## src/rtl/dsk_pkg.sv

```systemverilog
package dsk_pkg;
    // Position of the sync flag inside the status port (firmware polls it as the sign bit)
    localparam int STATUS_W   = 8;
    localparam int SYNC_POS   = 7;

    function automatic logic [STATUS_W-1:0] pack_status(input logic sync_flag);
        logic [STATUS_W-1:0] v;
        v           = '0;
        v[SYNC_POS] = sync_flag;
        return v;
    endfunction
endpackage

```

## src/rtl/dsk_run_detect.sv

```systemverilog
module dsk_run_detect #(
    parameter int RUN_LEN = 10
) (
    input  logic clk,
    input  logic rst,
    input  logic stb,
    input  logic bit_in,
    output logic sync_now,   // sync state after this cycle's bit
    output logic sync_q
);
    localparam int RUN_W = $clog2(RUN_LEN + 1);
    localparam logic [RUN_W-1:0] RUN_MAX = RUN_W'(RUN_LEN);

    typedef struct packed {
        logic [RUN_W-1:0] run;
        logic             sync;
    } rd_state_t;

    rd_state_t s_d, s_q;

    always_comb begin
        s_d = s_q;
        if (stb) begin
            if (bit_in) begin
                if (s_q.run != RUN_MAX) s_d.run = s_q.run + 1'b1;
            end else begin
                s_d.run = '0;
            end
            s_d.sync = (s_d.run == RUN_MAX);
        end
        sync_now = s_d.sync;
    end

    always_ff @(posedge clk) begin
        if (rst) s_q <= '0;
        else     s_q <= s_d;
    end

    assign sync_q = s_q.sync;


    sync_rise_chk: assert property (@(posedge clk) disable iff (rst)
        $rose(s_q.sync) |-> $past(stb && bit_in));

    sync_fall_chk: assert property (@(posedge clk) disable iff (rst)
        $fell(s_q.sync) |-> $past(stb && !bit_in));
endmodule

```

## src/rtl/dsk_byte_pack.sv

```systemverilog
module dsk_byte_pack #(
    parameter int BYTE_W = 8
) (
    input  logic              clk,
    input  logic              rst,
    input  logic              stb,
    input  logic              bit_in,
    input  logic              hold,
    output logic              rdy_q,
    output logic [BYTE_W-1:0] data_q
);
    localparam int CNT_W = $clog2(BYTE_W);
    localparam logic [CNT_W-1:0] LAST = CNT_W'(BYTE_W - 1);

    typedef struct packed {
        logic [BYTE_W-1:0] shreg;
        logic [CNT_W-1:0]  cnt;
        logic              rdy;
        logic [BYTE_W-1:0] data;
    } bp_state_t;

    bp_state_t s_d, s_q;

    always_comb begin
        s_d     = s_q;
        s_d.rdy = 1'b0;
        if (stb) begin
            if (hold) begin
                s_d.cnt   = '0;
                s_d.shreg = '0;
            end else begin
                s_d.shreg = {s_q.shreg[BYTE_W-2:0], bit_in};
                if (s_q.cnt == LAST) begin
                    s_d.cnt  = '0;
                    s_d.rdy  = 1'b1;
                    s_d.data = s_d.shreg;
                end else begin
                    s_d.cnt = s_q.cnt + 1'b1;
                end
            end
        end
    end

    always_ff @(posedge clk) begin
        if (rst) s_q <= '0;
        else     s_q <= s_d;
    end

    assign rdy_q  = s_q.rdy;
    assign data_q = s_q.data;


    ready_pulse_chk: assert property (@(posedge clk) disable iff (rst)
        s_q.rdy |=> !s_q.rdy);

    hold_count_chk: assert property (@(posedge clk) disable iff (rst)
        $past(stb && hold) |-> (s_q.cnt == '0) && !s_q.rdy);
endmodule

```

## src/rtl/dsk_status_port.sv

```systemverilog
module dsk_status_port (
    input  logic                         sync_flag,
    output logic [dsk_pkg::STATUS_W-1:0] status
);
    always_comb status = dsk_pkg::pack_status(sync_flag);
endmodule

```

## src/rtl/disk_rd_shifter.sv

```systemverilog
module disk_rd_shifter #(
    parameter int BYTE_W  = 8,
    parameter int RUN_LEN = 10
) (
    input  logic              clk,
    input  logic              rst,
    input  logic              bit_stb,
    input  logic              bit_val,
    output logic              byte_ready,
    output logic [7:0]        status_port,
    output logic [BYTE_W-1:0] data_port
);
    logic sync_now;
    logic sync_q;

    dsk_run_detect #(.RUN_LEN(RUN_LEN)) u_run (
        .clk(clk), .rst(rst), .stb(bit_stb), .bit_in(bit_val),
        .sync_now(sync_now), .sync_q(sync_q)
    );

    dsk_byte_pack #(.BYTE_W(BYTE_W)) u_pack (
        .clk(clk), .rst(rst), .stb(bit_stb), .bit_in(bit_val),
        .hold(sync_now), .rdy_q(byte_ready), .data_q(data_port)
    );

    dsk_status_port u_stat (
        .sync_flag(sync_q), .status(status_port)
    );


    data_hold_chk: assert property (@(posedge clk) disable iff (rst)
        !byte_ready |-> $stable(data_port));

    ready_sync_excl_chk: assert property (@(posedge clk) disable iff (rst)
        (sync_q && $past(sync_q)) |-> !byte_ready);

    idle_chk: assert property (@(posedge clk) disable iff (rst)
        !$past(bit_stb) |-> !byte_ready && $stable(status_port));

    status_low_chk: assert property (@(posedge clk) disable iff (rst)
        status_port[6:0] == 7'd0);
endmodule

```

## config.mk

```make
export PLATFORM = sky130hd
export DESIGN_NAME = disk_rd_shifter
export DESIGN_NICKNAME = d
export VERILOG_FILES = /design/src/rtl/dsk_pkg.sv /design/src/rtl/dsk_run_detect.sv /design/src/rtl/dsk_byte_pack.sv /design/src/rtl/dsk_status_port.sv /design/src/rtl/disk_rd_shifter.sv
export SDC_FILE = /design/constraint.sdc
export NUM_CORES = 1
export LEC_CHECK = 0
export BUFFER_PORTS_ARGS = -buffer_cell sky130_fd_sc_hd__clkbuf_2
export CAP_MARGIN = 15
export CORE_MARGIN = 4
export CORE_UTILIZATION = 48
export CTS_CLUSTER_DIAMETER = 200
export DETAILED_ROUTE_END_ITERATION = 10
export HOLD_SLACK_MARGIN = 0.1
export MAX_ROUTING_LAYER = met4
export PLACE_DENSITY = 0.72
export SETUP_SLACK_MARGIN = 0.5
export SLEW_MARGIN = 40
export SYNTH_ARGS = -nofsm -noshare
export SYNTH_HDL_FRONTEND = slang
export SYNTH_SLANG_ARGS = --single-unit
export TNS_END_PERCENT = 5
```

## constraint.sdc

```tcl
create_clock -name clk -period 1.8 [get_ports clk]
set_clock_uncertainty 0.1 [all_clocks]
set_input_delay 0.36 -clock clk [delete_from_list [all_inputs] [get_ports clk]]
set_output_delay 0.36 -clock clk [all_outputs]
set_load 0.005 [all_outputs]
```

Yosys cells after proc, flatten, opt, wreduce, memory -nomap -nowiden. Cells that the tools add are included.

Reductions and logical operators: 2. Bitwise gates (word level): 2. Mux-type cells: 7. $add $sub $neg: 2. Eq/ne operators: 3.

Operator list (number): 2-to-1 mux 4 bit (3); 2-to-1 mux 10 bit (1); 2-to-1 mux 9 bit (1); adder 4 x 1 -> 4 bit (second input constant) (1); == test 4 bit (second input constant) (1); != test 4 bit (second input constant) (1); adder 3 x 1 -> 3 bit (second input constant) (1); == test 3 bit (second input constant) (1); 2-to-1 mux 3 bit (1); AND reduction 3 bit (1); OR reduction 3 bit (1); NOT 1 bit (2); 2-to-1 mux 1 bit (1).

Word-level logic and storage cells: 22. Flip-flop bits (word level): 24. Output and inout port bits: 17.

Logic depth before layout (Yosys ltp). Gate-level depths: netlist of the first run.

Depth in word-level cells: 8. Mapped depth: 7.

By module. Synthesis of the first run repeated with hierarchy kept, for this count alone.

Cell total of the unflattened synthesis: 134. Area, all modules: 1239.9 µm².

By module, submodules not included: dsk_byte_pack (instances 1, cells each 91, area an instance 894.6 µm²); dsk_run_detect (instances 1, cells each 34, area an instance 281.5 µm²); dsk_status_port (instances 1, cells each 9, area an instance 63.8 µm²).

Worst setup path before layout of the first run. OpenSTA, ideal clock, no wires.

Kind: register -> register. From: register u_run.s_q[1] (netlist bit). To: register u_pack.s_q, in the netlist u_pack.data_q[0]. Arrival: 1.706 ns. Clock period less this slack: 1.878 ns. Library setup time: 0.072 ns. Required time: 1.628 ns. Setup slack: -0.078 ns. Path buffers: 1. Cell stages (with the launch flop): 8. Path through: dfxtp_1 > inv_1 > ha_1 > a21bo_1 > o211a_1 > a311oi_2 > buf_6 > mux2i_1.

Word-level cells in the longest chain between the ends: 8. Elaborated cells on any way between the ends: 9.

RTL lines: start: declaration (line dsk_run_detect.sv:19) `rd_state_t s_d, s_q;`; start signal: assignment (line dsk_run_detect.sv:35) `if (rst) s_q <= '0;`; start signal: assignment (line dsk_run_detect.sv:36) `else s_q <= s_d;`; adder 4 x 1 -> 4 bit or != test 4 bit (tied branches) (line dsk_run_detect.sv:25) `if (s_q.run != RUN_MAX) s_d.run = s_q.run + 1'b1;`; 2-to-1 mux 4 bit (*) (line dsk_run_detect.sv:25); 2-to-1 mux 4 bit (*) (line dsk_run_detect.sv:24) `if (bit_in) begin`; 2-to-1 mux 4 bit (*) (line dsk_run_detect.sv:23) `if (stb) begin`; == test 4 bit (*) (line dsk_run_detect.sv:29) `s_d.sync = (s_d.run == RUN_MAX);`; 2-to-1 mux 1 bit (*) (line dsk_run_detect.sv:23); NOT 1 bit (no source line) (*); AND reduction 3 bit (no source line) (*); end signal: assignment (line dsk_byte_pack.sv:45) `if (rst) s_q <= '0;`; end signal: assignment (line dsk_byte_pack.sv:46) `else s_q <= s_d;`; end: declaration (line dsk_byte_pack.sv:22) `bp_state_t s_d, s_q;`.

Mark *: on every way between the ends. The rest lies on a longest branch, timed or not. The select of a mux whose other input is x is not followed. A chain may end at the register's enable or synchronous reset.

Final worst setup path of the first run.
From: register u_run.s_q[1] (netlist bit). To: register u_pack.s_q[10] (netlist bit).

Word-level cells in the longest chain between the ends: 7. Elaborated cells on any way between the ends: 8.

RTL lines: adder 4 x 1 -> 4 bit or != test 4 bit (tied branches) (line dsk_run_detect.sv:25); 2-to-1 mux 4 bit (*) (line dsk_run_detect.sv:25); 2-to-1 mux 4 bit (*) (line dsk_run_detect.sv:24); 2-to-1 mux 4 bit (*) (line dsk_run_detect.sv:23); == test 4 bit (*) (line dsk_run_detect.sv:29); 2-to-1 mux 1 bit (*) (line dsk_run_detect.sv:23); 2-to-1 mux 10 bit (*) (line dsk_byte_pack.sv:28) `if (hold) begin`.

Marked as above.

==> summary.txt, run 1 <==
Non-Filler Instances: 156
Setup ws final: -0.06194 ns
F_max: 0.5371 GHz
Later-pin clock latency in the skew report: 0.32 ns
Top-area cell type share of the netlist area: 0.4147
Worst slew pin tran: 0.6079 ns
Failing checks: negative setup slack
RSZ-0062 raised after global routing: true
Final HPWL DP: 1382 µm
Worst path arrival time: 2.03 ns
Final setup vio count: 12
Num ports: 21
DRC viols: 0
Max-cap violation count: 0
FF+latch count, synth: 24
GRT overflow: 0
Vias in the first global route: 784
Post-Syn Area: 1159 µm²
Place WS: -0.05810 ns
Final net count: 137
Synth async-reset ratio: 0
Ys flop type: dfxtp_1
Initial antenna violation count: 0
Tmin final: 1.862 ns
Crit-path max FO: 3
Fin Setup TNS: -0.2596 ns
Starting Density: 0.5139
Sequential area share after synthesis: 0.4147
Clock Path Buffers: 2
Synthesis-to-layout area growth: 12.74%
CP endpoint kind: flop
Wirelength per Cell: 12.67 µm
Crit share post-route: 1.034
Die Wd: 57.13 µm
Initial DRC count: 5
Die Ht: 57.13 µm
Outcome: complete, but fails checks
Largest net degree at the start of global routing: 18
H-tree depth: 1
Worst EP required: 1.96 ns
Global-route usage over all layers: 0.1365
Mapped Cells: 117
CTS tree: built
Clk Tree Root Cell: clkbuf_4
Worst Hold Class: input pin to flop
Vias per inst: 5.038
Fin. Hold Viols: 0
Synthesis Warnings: 0
Placed Cells: 149
Number of synthesized flops with an enable pin: 0
Setup crit start kind: flop
WL final: 1976 µm
Most frequent cell after synthesis: dfxtp_1
Top post-synthesis cells by count: dfxtp_1, nand2_1, buf_4
Vias: 786
Share of post-route cells with drive strength above 1: 0.3047
Area contributors post-synth: dfxtp_1, buf_4, mux2i_1
Clock Pin Slew Worst Setup and Hold Paths: 0.14 ns
# rows: 17
Slew Viols, Final: 0
Syn avg cell area: 9.903 µm²
GP Congestion: 0.8007
CTS Sinks: 24
PwrDens: 732.4 nW/µm²
Power Total: 0.9567 mW
Peak VDD IR: 0.0005282 V
ANT nets after route: 0
Area leader, netlist: dfxtp_1
Die area: 3264 µm²
Worst slew margin: 0.5932
DR pass1 iterations: 2
CTS Buf Count: 3
CP Class: flop to flop
Antenna Cells: 0
Leak pwr: 0.5329 nW
FILL cells: 215
Core area: 2255 µm²
First-pass GRT wire length: 3498 µm
Post-synth cell types: 30
Buffers on Ports: 13
## final timing paths
kind                       to  cells past startpoint  slack (ns)              from
max            u_pack.s_q[10]                      8       -0.06      u_run.s_q[1]
min          u_pack.data_q[0]                      3        0.25           bit_val
min reg2reg  u_pack.data_q[6]                      2        0.37  u_pack.data_q[6]
max reg2reg    u_pack.s_q[10]                      8       -0.06      u_run.s_q[1]
## state kept, by name (all words and copies together), names as in the netlist
name           cells
u_pack.s_q        10
u_pack.data_q      8
u_run.s_q          4
u_pack.rdy_q       1
u_run.sync_q       1
## critical path: stages, from the launching register on
cell,delay (ns)
dfxtp_4,0.41
inv_4,0.04
ha_4,0.15
a21bo_1,0.17
o211a_1,0.25
buf_6,0.13
a311oi_4,0.24
buf_4,0.18
a32o_1,0.16
## layout by cell type, fill, tap and decap left out, types with 2 or more instances in the layout
cell      instances
inv_1             2
buf_4             5
a21oi_1           3
conb_1            7
ha_4              2
mux2i_1           9
clkbuf_2         13
nand3b_1          2
a32o_1            2
a22o_1            8
buf_6             3
clkbuf_4          3
dfxtp_1          22
nand3_1           2
nand2_1          18
ha_1              2
nor2_1            6
dfxtp_4           2
## where the power goes
| part | internal (mW) | switching, mW | total (mW) |
|---|---|---|---|
| Clock | 0.170 | 0.164 | 0.334 |
| Combinational | 0.0327 | 0.0439 | 0.0766 |
| Sequential | 0.538 | 0.00836 | 0.546 |
## layer usage
layer | GRT usage | routed length [µm] | vias up
li1 | - | - | 403
met3 | 0.04072 | 92 | 2
met4 | 0.01987 | 14 | 0
met5 | - | 0 | -
met2 | 0.2219 | 935 | 16
met1 | 0.1713 | 933 | 365
## logic make-up after synthesis
group	count (synthesis)	share of synthesized area
muxes	10	0.09719
AOI/OAI and AO/OA	19	0.1555
xor gates and xnor gates	1	0.01404
other	1	0.003237
adders and majority gates	4	0.04320
DFF	24	0.4147
and+or+nand+nor	34	0.1350
buffers and inverters	24	0.1371
## timing repair
item,in CTS,in global routing
hold buffers,0,0
gates cloned,1,0
endpoints found under the setup margin,22,24
buffers inserted,2,0
resized for setup,9,3
pin swaps,5,8
## per-stage QoR
step	cell area [µm²]	hold slack (ns)	util
2_1_floorplan	1199	0.3351	-
3_3_place_gp	1192	0.3463	0.5289
3_5_place_dp	1192	0.3490	0.5289
4_1_cts	1297	0.2432	0.5755
5_1_grt	1306	0.2519	0.5794
6_report	1306	0.2466	0.5794
## final cells by class
class | count | area (µm²) | share of cell area
repair buffers | 21 | 136.4 | 0.1044
well taps | 28 | 35.03 | 0.02682
clock buffers | 4 | 47.55 | 0.03640
multi-input cells | 75 | 581.8 | 0.4454
inverters | 4 | 17.52 | 0.01341
flip-flops and latches | 24 | 488.0 | 0.3736
No activity file was read; power rests on OpenSTA's default activity.
==> inputs of run 2 (changes only) <==
Settings changed: REMOVE_ABC_BUFFERS set to 1.
==> run 2 against run 1 <==
The run still ends with negative setup slack left. Via count rose by 5.6%. Highest routed layer unchanged. Maximum frequency fell by 0.79%. Clock power rose by 16%. Final cell count rose by 3.2%. Count of clock-buffer cells in the layout fell by 1. Combinational power rose by 8.5%.
==> summary.txt, run 2 (synthesis results as in run 1) <==
Outcome: complete, but fails checks
Failing checks: negative setup slack
Reg area: 489.2 µm² (+0.26%)
CTS Buf Count: 3 (unchanged)
Num ports: 21 (unchanged)
Commonest non-fill, non-tap cell in the layout: dfxtp_1
Global-route usage over all layers: 0.1300 (-0.006497)
Clk Tree Root Cell: clkbuf_4
Wirelength per Cell: 11.78 µm (-7.0%)
GRT overflow: 0 (unchanged)
Die Wd: 57.13 µm (unchanged)
Tmin final: 1.877 ns (+0.01484 ns)
PwrDens: 747.6 nW/µm² (+2.1%)
F_max: 0.5328 GHz (-0.79%)
Vias in the first global route: 783 (-0.13%)
First-pass GRT wire length: 3277 µm (-6.3%)
Design area: 1361 µm² (+4.2%)
Reg with most FFs: u_pack.s_q
Place WS: -0.1780 ns (-0.1199 ns)
DRC viols: 0 (unchanged)
Buffers on Ports: 13 (unchanged)
ANT nets after route: 0 (unchanged)
DR pass1 iterations: 4 (+2)
CP endpoint kind: flop
Crit-path max FO: 5 (+2)
Worst setup startpoint: u_run.s_q[1]
GP Congestion: 0.8277 (+3.4%)
Core area: 2255 µm² (unchanged)
R2r startpoint: u_run.s_q[1]
WL final: 1896 µm (-4.0%)
Die area: 3264 µm² (unchanged)
# rows: 17 (unchanged)
Setup ws final: -0.07679 ns (-0.01484 ns)
Share of post-route cells with drive strength above 1: 0.3383 (+0.03366)
CTS tree: built
Final setup vio count: 13 (+1)
Final net count: 142 (+3.6%)
Antenna Cells: 0 (unchanged)
Clock Path Buffers: 2 (unchanged)
Hold path start: rst
Fin Setup TNS: -0.5336 ns (-0.2740 ns)
Initial antenna violation count: 0 (unchanged)
Placed cell areas: 1212 µm² (+1.7%)
Later-pin clock latency in the skew report: 0.31 ns (about the same)
Largest net degree at the start of global routing: 19 (+1)
Die Ht: 57.13 µm (unchanged)
Starting Density: 0.5139 (unchanged)
Leak pwr: 0.5605 nW (+5.2%)
Setup crit start kind: flop
Final HPWL DP: 1357 µm (-1.8%)
H-tree depth: 1 (unchanged)
Footprint of the multi-input gates: 593.1 µm² (+1.9%)
Clock Pin Slew Worst Setup and Hold Paths: 0.13 ns (about the same)
RSZ-0062 raised after global routing: true
FILL cells: 191 (-11%)
Initial DRC count: 5 (unchanged)
Max-cap violation count: 0 (unchanged)
CTS Sinks: 24 (unchanged)
Power Total: 1.018 mW (+6.4%)
Worst EP required: 1.95 ns (about the same)
Crit share post-route: 1.043 (+0.008245)
Peak VDD IR: 0.0005677 V (+7.5%)
Vias: 830 (+5.6%)
Worst path arrival time: 2.03 ns (about the same)
Worst Hold Class: input pin to flop
Vias per inst: 5.155 (+2.3%)
Synthesis-to-layout area growth: 17.50%
Commonest cells after routing, fill and taps aside: dfxtp_1, nand2_1, clkbuf_2
Largest register FFs: 10 (unchanged)
Slew Viols, Final: 0 (unchanged)
CP Class: flop to flop
# hold bufs at CTS: 0 (unchanged)
Fin. Hold Viols: 0 (unchanged)
## run 2: worst max-delay path, cell delays in order (launching register included)
cell and delay [ns]:
dfxtp_4 0.41, inv_4 0.04, ha_4 0.14, a21bo_1 0.17
o211a_1 0.25, a311oi_2 0.32, buf_6 0.19, mux2i_1 0.20
## run 2: area by class of cell
type	instances	area share
sequential	24	0.3594
timing repair buffer	26	0.1278
clock inverter	1	0.02206
multi-input combinational	75	0.4357
tap	28	0.02574
clock buffer	3	0.01654
inverter	4	0.01287
## run 2: worst paths after layout
check	depth (start not counted)	to	slack [ns]
min	2	u_run.sync_q	0.24
max	7	u_pack.data_q[0]	-0.08
min reg2reg	2	u_pack.data_q[6]	0.37
max reg2reg	7	u_pack.data_q[0]	-0.08
## run 2: per-stage QoR
step	utilization	hold WS (ns)	cells
floorplan	-	0.3291	103
global placement	0.5377	0.3446	154
detailed placement	0.5377	0.3529	154
CTS	0.6004	0.2492	161
global route	0.6038	0.2334	161
finish	0.6038	0.2406	161
## run 2: where the power goes
part	internal, mW	switching [mW]
logic	0.0389	0.0442
clock network	0.225	0.163
registers	0.538	0.00818
total	0.802	0.216
## run 2: layer usage
metal | vias up | part of all wire | GRT usage
met5 | - | 0 | -
met4 | 0 | 0.0084 | 0.03974
met3 | 2 | 0.051 | 0.04299
met2 | 17 | 0.49 | 0.2284
met1 | 398 | 0.45 | 0.1374
li1 | 413 | - | -
## run 2: repair_timing
item                       4_1_cts  5_1_grt
setup endpoints to repair       23       24
pin swaps                        9        1
gates resized for setup         17        3
cloned                           1        0
buffers inserted                 2        0
==> inputs of run 3 (changes only) <==
--- a/constraint.sdc
+++ b/constraint.sdc
@@ -4,2 +4,2 @@
 set_output_delay 0.36 -clock clk [all_outputs]
-set_load 0.005 [all_outputs]
+set_load 0.02 [all_outputs]
==> run 3 against run 2 <==
The run still ends with negative setup slack left. Combinational power increased by 11%. Sequential power about the same. Hold slack about the same. Clock power about the same. Critical path type unchanged. Critical endpoint unchanged. Largest cell class unchanged. Largest power group unchanged.
==> summary.txt, run 3 (synthesis results as in run 1) <==
Largest register FFs: 10 (unchanged)
First-pass GRT wire length: 3277 µm (unchanged)
Num ports: 21 (unchanged)
CP Class: flop to flop
Combinational power share: 0.090 (+0.008)
RSZ-0062 raised after global routing: true
Clk Tree Root Cell: clkbuf_4
Worst EP required: 1.95 ns (about the same)
NetSw: 0.2247 mW (+4.1%)
Tmin final: 1.874 ns (-0.002439 ns)
Final net count: 142 (unchanged)
Vias: 832 (+0.24%)
Commonest cells after routing, fill and taps aside: dfxtp_1, nand2_1, buf_4
# rows: 17 (unchanged)
Starting Density: 0.5139 (unchanged)
Final setup vio count: 13 (unchanged)
Flop pwr share: 0.532 (-0.005)
Max-cap violation count: 0 (unchanged)
DR pass1 iterations: 4 (unchanged)
PwrDens: 739.9 nW/µm² (-1.0%)
Share of post-route cells with drive strength above 1: 0.3383 (unchanged)
Internal power: 0.8019 mW (about the same)
Leak pwr: 0.5644 nW (+0.70%)
CTS Sinks: 24 (unchanged)
Antenna Cells: 0 (unchanged)
Switching part of the total power: 0.2188 (+0.006817)
Die area: 3264 µm² (unchanged)
Worst path arrival time: 2.02 ns (about the same)
Non-Filler Instances: 161 (unchanged)
GRT overflow: 0 (unchanged)
Fin. Hold Viols: 0 (unchanged)
Slew Viols, Final: 0 (unchanged)
Wirelength per Cell: 11.78 µm (about the same)
Initial antenna violation count: 0 (unchanged)
Outcome: complete, but fails checks
Worst Hold Class: input pin to flop
Later-pin clock latency in the skew report: 0.31 ns (about the same)
WL final: 1897 µm (about the same)
CP endpoint kind: flop
CTS tree: built
Crit-path max FO: 5 (unchanged)
H-tree depth: 1 (unchanged)
Vias per inst: 5.168 (+0.24%)
Synthesis-to-layout area growth: 19.76%
Global-route usage over all layers: 0.1300 (unchanged)
Failing checks: negative setup slack
Crit share post-route: 1.041 (-0.001355)
CTS Buf Count: 3 (unchanged)
Setup ws final: -0.07435 ns (+0.002439 ns)
Setup crit start kind: flop
Die Ht: 57.13 µm (unchanged)
F_max: 0.5335 GHz (+0.13%)
Placed Cells: 154 (unchanged)
Die Wd: 57.13 µm (unchanged)
Vias in the first global route: 783 (unchanged)
Peak VDD IR: 0.0005754 V (+1.4%)
DRC viols: 0 (unchanged)
ANT nets after route: 0 (unchanged)
Largest net degree at the start of global routing: 19 (unchanged)
Clock Path Buffers: 2 (unchanged)
Commonest non-fill, non-tap cell in the layout: dfxtp_1
Clock Pin Slew Worst Setup and Hold Paths: 0.13 ns (about the same)
Core area: 2255 µm² (unchanged)
Place WS: -0.1780 ns (unchanged)
Buffers on Ports: 13 (unchanged)
# hold bufs at CTS: 0 (unchanged)
Reg with most FFs: u_pack.s_q
Power share of the clock group: 0.378 (-0.004)
Initial DRC count: 4 (-1)
GP Congestion: 0.8277 (unchanged)
Final HPWL DP: 1357 µm (unchanged)
run 3: worst paths after layout:
path                                       start          endpoint  slack [ns]  depth (start not counted)
worst max-delay path                u_run.s_q[1]  u_pack.data_q[0]       -0.07                          7
worst min-delay path                         rst      u_run.sync_q        0.24                          2
worst max register to register      u_run.s_q[1]  u_pack.data_q[0]       -0.07                          7
worst min register to register  u_pack.data_q[6]  u_pack.data_q[6]        0.37                          2
run 3: area by class of cell:
type / count / area (µm²)
Clock buffer: 3 / 22.52
Clock inverter: 1 / 30.03
Fill cell: 186 / 867.1
Inverter: 4 / 17.52
Multi-Input combinational cell: 75 / 593.1
Sequential cell: 24 / 489.2
Tap cell: 28 / 35.03
Timing Repair Buffer: 26 / 200.2
run 3: routing by layer:
metal	up-vias	GRT usage	part of all wire
met1	399	0.1374	0.44
met4	0	0.03974	0.0084
met5	-	-	0
li1	413	-	-
met2	18	0.2284	0.50
met3	2	0.04299	0.052
run 3: timing repair:
item | 4_1_cts | 5_1_grt
pin swaps | 9 | 1
setup endpoints to repair | 31 | 32
hold endpoints to repair | 0 | 0
gates cloned | 1 | 0
buffers inserted | 2 | 0
gates resized for setup | 26 | 6
run 3: metrics by stage:
step	hold WS, ns	utilization	total power, mW	TNS (ns)	instance area (µm²)
after floorplan	0.3291	-	0.6075	-3.925	1037
after global placement	0.3446	0.5377	0.6361	-0.6380	1212
after detailed placement	0.3529	0.5377	0.6380	-1.239	1212
after CTS	0.2477	0.6099	1.031	-0.4592	1375
after global routing	0.2334	0.6154	1.067	-1.607	1388
final	0.2406	0.6154	1.027	-0.5182	1388
run 3: worst max-delay path, cell delays in order (launching register included):
cell and delay, ns:
dfxtp_4 0.41, inv_4 0.04, ha_4 0.14, a21bo_1 0.17, o211a_1 0.25, a311oi_2 0.32
buf_6 0.18, mux2i_1 0.20
run 3: power by group through the flow:
stage | clock network [mW] | registers, mW | logic, mW
3_3_place_gp | 0 | 0.557 | 0.0787
5_1_grt | 0.417 | 0.548 | 0.102
4_1_cts | 0.394 | 0.546 | 0.0913
6_report | 0.388 | 0.546 | 0.0926
3_5_place_dp | 0 | 0.558 | 0.0801
2_1_floorplan | 0 | 0.557 | 0.0502
